$ cat config.mk
export PLATFORM = sky130hd
export DESIGN_NAME = wake_event_unit
export DESIGN_NICKNAME = d
export VERILOG_FILES = /design/src/rtl/wake_event_pkg.sv /design/src/rtl/wake_broadcast.sv /design/src/rtl/wait_slot.sv /design/src/rtl/wake_event_unit.sv
export SDC_FILE = /design/constraint.sdc
export NUM_CORES = 1
export LEC_CHECK = 0
export BUFFER_PORTS_ARGS = -buffer_cell sky130_fd_sc_hd__buf_2
export CAP_MARGIN = 0
export CORE_AREA = 5 5 42 44
export DETAILED_ROUTE_END_ITERATION = 8
export DIE_AREA = 0 0 47 49
export MAX_ROUTING_LAYER = met4
export PLACE_DENSITY = 0.62
export SYNTH_ARGS = -nofsm -noshare
export SYNTH_HDL_FRONTEND = slang
export SYNTH_SLANG_ARGS = --single-unit
$ cat constraint.sdc
create_clock -name clk -period 1.4 [get_ports clk]
set_clock_uncertainty 0.1 [all_clocks]
set_input_delay 0.14 -clock clk [delete_from_list [all_inputs] [get_ports clk]]
set_output_delay 0.14 -clock clk [all_outputs]
set_load 0.01 [all_outputs]
$ cat src/rtl/wake_event_pkg.sv
package wake_event_pkg;

  typedef enum logic [1:0] {
    SLOT_HOLD    = 2'd0,
    SLOT_RECORD  = 2'd1,
    SLOT_PASS    = 2'd2,
    SLOT_DOZE    = 2'd3
  } slot_action_e;

  typedef struct packed {
    logic sleep;
    logic pend;
  } slot_state_t;

  // A wait hint falls through when an event is already stored, when one
  // arrives in the same cycle, or when the core has an interrupt pending.
  function automatic logic wait_falls_through(input logic pend,
                                              input logic any_wake,
                                              input logic irq);
    return pend | any_wake | irq;
  endfunction

  // A sleeping core is released by any broadcast wake or its own interrupt.
  function automatic logic wake_release(input logic any_wake, input logic irq);
    return any_wake | irq;
  endfunction

  // Classify what the slot does this cycle, for the awake case.
  function automatic slot_action_e awake_action(input logic wait_hit,
                                                input logic pend,
                                                input logic any_wake,
                                                input logic irq);
    if (wait_hit) begin
      if (wait_falls_through(pend, any_wake, irq)) return SLOT_PASS;
      return SLOT_DOZE;
    end
    if (any_wake) return SLOT_RECORD;
    return SLOT_HOLD;
  endfunction

endpackage

$ cat src/rtl/wake_broadcast.sv
module wake_broadcast #(
  parameter int NUM_CORES = 4
) (
  input  logic [NUM_CORES-1:0] wake_pulse_i,
  output logic                 any_wake_o,
  output logic [NUM_CORES-1:0] wake_fanout_o
);

  localparam int CHAIN_LEN = NUM_CORES + 1;

  logic [CHAIN_LEN-1:0] or_chain;

  assign or_chain[0] = 1'b0;

  genvar g;
  generate
    for (g = 0; g < NUM_CORES; g++) begin : g_or
      assign or_chain[g+1] = or_chain[g] | wake_pulse_i[g];
    end
  endgenerate

  assign any_wake_o = or_chain[CHAIN_LEN-1];

  // The event reaches every core, the sender included.
  generate
    for (g = 0; g < NUM_CORES; g++) begin : g_fan
      assign wake_fanout_o[g] = any_wake_o;
    end
  endgenerate

  always_comb begin
    assert (any_wake_o == (wake_pulse_i != '0))
      else $error("assert_broadcast_or_R2: reduction mismatch");
  end

endmodule

$ cat src/rtl/wait_slot.sv
module wait_slot
  import wake_event_pkg::*;
(
  input  logic clk,
  input  logic rst_n,
  input  logic wait_hit_i,
  input  logic wake_seen_i,
  input  logic irq_i,
  output logic sleep_o,
  output logic pend_o
);

  slot_state_t  cur_q, nxt;
  slot_action_e act;
  logic         release_now;

  assign release_now = wake_release(wake_seen_i, irq_i);
  assign act         = awake_action(wait_hit_i, cur_q.pend, wake_seen_i, irq_i);

  always_comb begin
    nxt = cur_q;
    if (cur_q.sleep) begin
      // Wait hints from a sleeping core are ignored; a broadcast wake is
      // consumed by the wake-up, an interrupt leaves the bit alone.
      if (release_now) nxt.sleep = 1'b0;
    end else begin
      unique case (act)
        SLOT_RECORD: nxt.pend = 1'b1;
        SLOT_PASS: begin
          nxt.pend  = 1'b0;
          nxt.sleep = 1'b0;
        end
        SLOT_DOZE: begin
          nxt.pend  = 1'b0;
          nxt.sleep = 1'b1;
        end
        default: nxt = cur_q;
      endcase
    end
  end

  always_ff @(posedge clk) begin
    if (!rst_n) cur_q <= '0;
    else        cur_q <= nxt;
  end

  assign sleep_o = cur_q.sleep;
  assign pend_o  = cur_q.pend;

  assert_doze_entry_R5: assert property (@(posedge clk) disable iff (!rst_n)
    (!sleep_o && wait_hit_i && !pend_o && !wake_seen_i && !irq_i) |=> sleep_o);

  assert_fall_through_R4: assert property (@(posedge clk) disable iff (!rst_n)
    (!sleep_o && wait_hit_i && (pend_o || wake_seen_i || irq_i)) |=> (!sleep_o && !pend_o));

  assert_peer_wake_R6: assert property (@(posedge clk) disable iff (!rst_n)
    (sleep_o && wake_seen_i) |=> (!sleep_o && !pend_o));

  assert_irq_wake_R7: assert property (@(posedge clk) disable iff (!rst_n)
    (sleep_o && irq_i) |=> !sleep_o);

  assert_record_R2: assert property (@(posedge clk) disable iff (!rst_n)
    (!sleep_o && !wait_hit_i && wake_seen_i) |=> pend_o);

  assert_asleep_ignore_R10: assert property (@(posedge clk) disable iff (!rst_n)
    (sleep_o && !wake_seen_i && !irq_i) |=> (sleep_o && !pend_o));

  assert_sleep_cause_R5: assert property (@(posedge clk) disable iff (!rst_n)
    $rose(sleep_o) |-> $past(wait_hit_i));

endmodule

$ cat src/rtl/wake_event_unit.sv
module wake_event_unit #(
  parameter int NUM_CORES = 4
) (
  input  logic                 clk,
  input  logic                 rst_n,
  input  logic [NUM_CORES-1:0] wait_pulse_i,
  input  logic [NUM_CORES-1:0] wake_pulse_i,
  input  logic [NUM_CORES-1:0] irq_pend_i,
  output logic [NUM_CORES-1:0] sleep_o,
  output logic [NUM_CORES-1:0] event_pend_o
);

  logic                 any_wake;
  logic [NUM_CORES-1:0] wake_fanout;

  wake_broadcast #(.NUM_CORES(NUM_CORES)) u_bcast (
    .wake_pulse_i (wake_pulse_i),
    .any_wake_o   (any_wake),
    .wake_fanout_o(wake_fanout)
  );

  genvar c;
  generate
    for (c = 0; c < NUM_CORES; c++) begin : g_slot
      wait_slot u_slot (
        .clk        (clk),
        .rst_n      (rst_n),
        .wait_hit_i (wait_pulse_i[c]),
        .wake_seen_i(wake_fanout[c]),
        .irq_i      (irq_pend_i[c]),
        .sleep_o    (sleep_o[c]),
        .pend_o     (event_pend_o[c])
      );
    end
  endgenerate

  assert_reset_state_R1: assert property (@(posedge clk)
    !rst_n |=> (sleep_o == '0 && event_pend_o == '0));

  assert_sender_reflect_R2: assert property (@(posedge clk) disable iff (!rst_n)
    (any_wake && (sleep_o == '0) && (wait_pulse_i == '0)) |=> (event_pend_o == '1));

endmodule

==> Word level (Yosys, flattened, before mapping) <==
Index checks and enable logic that the tools add are counted.
W data, S select, Z words.
{ "classes": {"n_eq_ne": 12, "muxes": 57, "bitwise": 19, "reduce_logical": 12} }
{ "op_table": {"columns": ["op", "n"], "rows": [
  ["$mux W2", 24],
  ["$mux W1", 29],
  ["$eq A2 B2 Y1 const B", 8],
  ["$or A1 B1 Y1", 15],
  ["$eq A2 B1 Y1 const B", 4],
  ["$pmux W1 S2", 4],
  ["$reduce_and A2 Y1", 4],
  ["$reduce_bool A2 Y1", 4],
  ["$reduce_or A2 Y1", 4],
  ["$not A1 Y1", 4]
]} }
{ "totals": {"regBits": 8, "inputBits": 14, "output_inout_bits": 8, "word_cells": 108} }

==> Longest topological paths before layout <==
{ "depth": {"depth_word": 16, "mapped_depth": 3, "mapped_depth_nobuf": 2} }

==> Hierarchy <==
A second synthesis with hierarchy kept.
{ "hier_totals": {"hier_cells": 41, "hier_area_um2": 387.9} }
{ "by_module_without_submodules": {"columns": ["mod", "instances", "cells_per_inst", "area_per_inst_um2", "seq_area_each_um2"], "rows": [
  ["wait_slot", 4, 9, 87.6, 40.0],
  ["wake_broadcast", 1, 5, 37.5, 0.0]
]} }

==> Worst setup path after synthesis <==
No wires, ideal clock.
{ "synth_timing": {"kind": "register -> register", "start": "register g_slot[0].u_slot.cur_q, in the netlist g_slot[0].u_slot.sleep_o", "end": "register g_slot[0].u_slot.cur_q, in the netlist g_slot[0].u_slot.pend_o", "t_arrival_ns": 0.862, "required_time_ns": 1.225, "path_slack_ns": 0.364, "stages_incl_launch_ff": 3, "synth_period_minus_slack_ns": 1.036, "cell_sequence": "dfxtp_1 or3b_2 o22ai_1"} }
{ "synth_between": {"elab_chain_len": 2} }
{ "synth_lines": {"columns": ["element", "line_no", "rtl"], "rows": [
  ["start, declared", "wait_slot.sv:13", "slot_state_t cur_q, nxt;"],
  ["start signal, assigned", "wait_slot.sv:44", "else cur_q <= nxt;"],
  ["$not A1 Y1 (no source line)", null, null],
  ["$reduce_and A2 Y1 (no source line)", null, null]
]} }
No other way between the ends.
A chain may end at the register's enable or synchronous reset.

==> Worst setup path after layout <==
Same ends and word-level chain as after synthesis.

==> flow_summary.ini <==
[status]
status = finished, final reports clean

[die]
die_height_um = 49
start_util = 0.310
io_pins = 22
fp-row-count = 14
core_um2 = 1400
die-area_um2 = 2300
die_width_um = 47

[worst_setup_path]
crit_path_max_incr_delay_ns = 0.46
critical_path_required_ns = 1.48
worstReg2RegEnd = g_slot[0].u_slot.pend_o
path_cells = or3b_2 -> o22ai_1
arrival_ns = 1.16
cp.buffers_inverters = 0
regToRegSetupSlack_ns = 0.32
crit_type = reg2reg
worst_setup_path_start_kind = flop
r2r-start = g_slot[0].u_slot.sleep_o
path_max_fanout = 4
slowest_stage = or3b_2
worst_setup_path_end_kind = flop
startpoint = g_slot[0].u_slot.sleep_o
crit_cells = 2
crit_path_end = g_slot[0].u_slot.pend_o
r2r_cells = 2
cp_top_family = simple AND/OR/NAND/NOR gates

[layout]
design_area_um2 = 514
layout-drive-gt1-share = 0.443
postLayoutCoreUtil = 0.367
area_delta_synth_final_pct = 18.4
layout.nets = 77
fill_cells = 158
diodes = 0

[timing]
fin_tns_setup_ns = 0
period_share = 0.771
worst_slew_pin_slew_ns = 0.484
finalSetupViolCount = 0
maxClockFrequency_ghz = 0.927
relSlewSlack = 0.675
slew_viol_final = 0
fin_crit_ns = 1.08
fin_hold_ws_ns = 0.0320
grt_setup_unrepaired = false
finalHoldViolCount = 0

[clocking]
cts_resized = 0
clockBufferDepth = 2
clockRootBuffer = clkbuf_4
tritoncts = done
numCtsBuffers = 3
ctsHtreeMaxLevel = 1
cts_setup_buffers = 0
insertion_delay_ns = 0.25
cts_hold_buffers = 0
clk_pin_slew_ns = 0.05
cts_sinks = 8

[detailed_routing]
drt-total-wl_um = 825
drcViolationCount = 0
wl_per_cell_um = 10.7
drtPass1Iterations = 3
drtIter0Drc = 5
vias_per_cell = 4.47
vias = 344
drtAntennaViolNets = 0

[pwr]
p_per_area_nw_per_um2 = 949
ir_worst_vdd_mv = 0.747
power_uw = 488
p_leak_nw = 0.271

[logic_synthesis]
synth_top_cell_area_share = 0.369
synth_area_leader_cell = dfxtp_1
synthCells = 46
syn_nets = 60
seq_area_frac_synth = 0.369
yosys-top-cells-area = dfxtp_1, buf_4, nor2b_1, o2111a_1, o22ai_1
synth_seq_cells = 8
ys_types = 10
yosysWarnings = 0
syn_area_um2 = 434
avgSynthCellArea_um2 = 9.44

[job]
drv_cap = 0

[min_path]
whs_path_depth = 3
hold_class = in2reg

[grt]
grt_use_total = 0.0854
grt_pass1_vias = 336
antenna_found_initial = 0
grt_pass1_wl_um = 1380
grt_max_degree = 13
grt-ovfl-total = 0

[place]
hpwl_um = 647
placed_area_um2 = 492
gp_congestion = 0.589
port_buffers = 21
worst min-delay path by stage:
stage,start,endpoint,slack [ns]
final,irq_pend_i[0],g_slot[0].u_slot.sleep_o,0.03
after global routing,irq_pend_i[3],g_slot[3].u_slot.sleep_o,0.02
after CTS,irq_pend_i[0],g_slot[0].u_slot.sleep_o,0.02
after detailed placement,irq_pend_i[0],g_slot[0].u_slot.sleep_o,0.29
after global placement,irq_pend_i[0],g_slot[0].u_slot.sleep_o,0.29
after floorplan,wake_pulse_i[3],g_slot[0].u_slot.pend_o,0.20
power by group:
part	leakage (nW)	internal (mW)	switching, mW
Clock	0.0138	0.0978	0.0740
Combinational	0.191	0.0375	0.0334
Sequential	0.0657	0.238	0.00735
Total	0.271	0.373	0.115
metal layers:
| metal | up-vias | track usage | wire (µm) |
|---|---|---|---|
| met2 | 15 | 0.113 | 385 |
| met4 | 0 | 0.0276 | 0 |
| met1 | 146 | 0.104 | 358 |
| met3 | 0 | 0.0554 | 82 |
| met5 | - | - | 0 |
| li1 | 183 | - | - |
sequential cells by signal, indices dropped and copies added, names as in the netlist:
register               cells
g_slot.u_slot.pend_o       4
g_slot.u_slot.sleep_o      4
worst register-to-register path, stage by stage (launching register included):
cell and delay (ns):
dfxtp_1 0.32, or3b_2 0.46, o22ai_1 0.12
cells in the final DEF (no fill, tap or decap), drive strengths merged:
cell / n
dfxtp: 8
nor2b: 8
o2111a: 4
nand2: 4
o22ai: 4
inv: 4
buf: 21
nor4: 1
or3b: 4
clkbuf: 3
final cells by class:
class	count	area, µm²	share of cell area
Multi-Input combinational cell	25	191	0.372
Sequential cell	8	160	0.311
Timing Repair Buffer	21	105	0.204
Clock buffer	3	22.5	0.0438
Tap cell	16	20.0	0.0389
Inverter	4	15.0	0.0292
through the flow:
| stage | instances | worst slack (ns) |
|---|---|---|
| final | 77 | 0.321 |
| after global routing | 77 | 0.223 |
| after CTS | 77 | 0.311 |
| after detailed placement | 74 | 0.214 |
| after global placement | 74 | 0.243 |
| after floorplan | 46 | 0.364 |
logic make-up after synthesis:
group / synth area share
buf+inv: 0.190
simple gates: 0.280
flops: 0.369
compound gates: 0.161
cell usage after synthesis:
| cell | instances |
|---|---|
| nand2_1 | 4 |
| or3b_2 | 2 |
| nor4_4 | 1 |
| or3b_1 | 2 |
| o22ai_1 | 4 |
| nor2b_1 | 8 |
| dfxtp_1 | 8 |
| buf_4 | 9 |
| o2111a_1 | 4 |
| inv_1 | 4 |
Power figures use the tool's default switching activity.
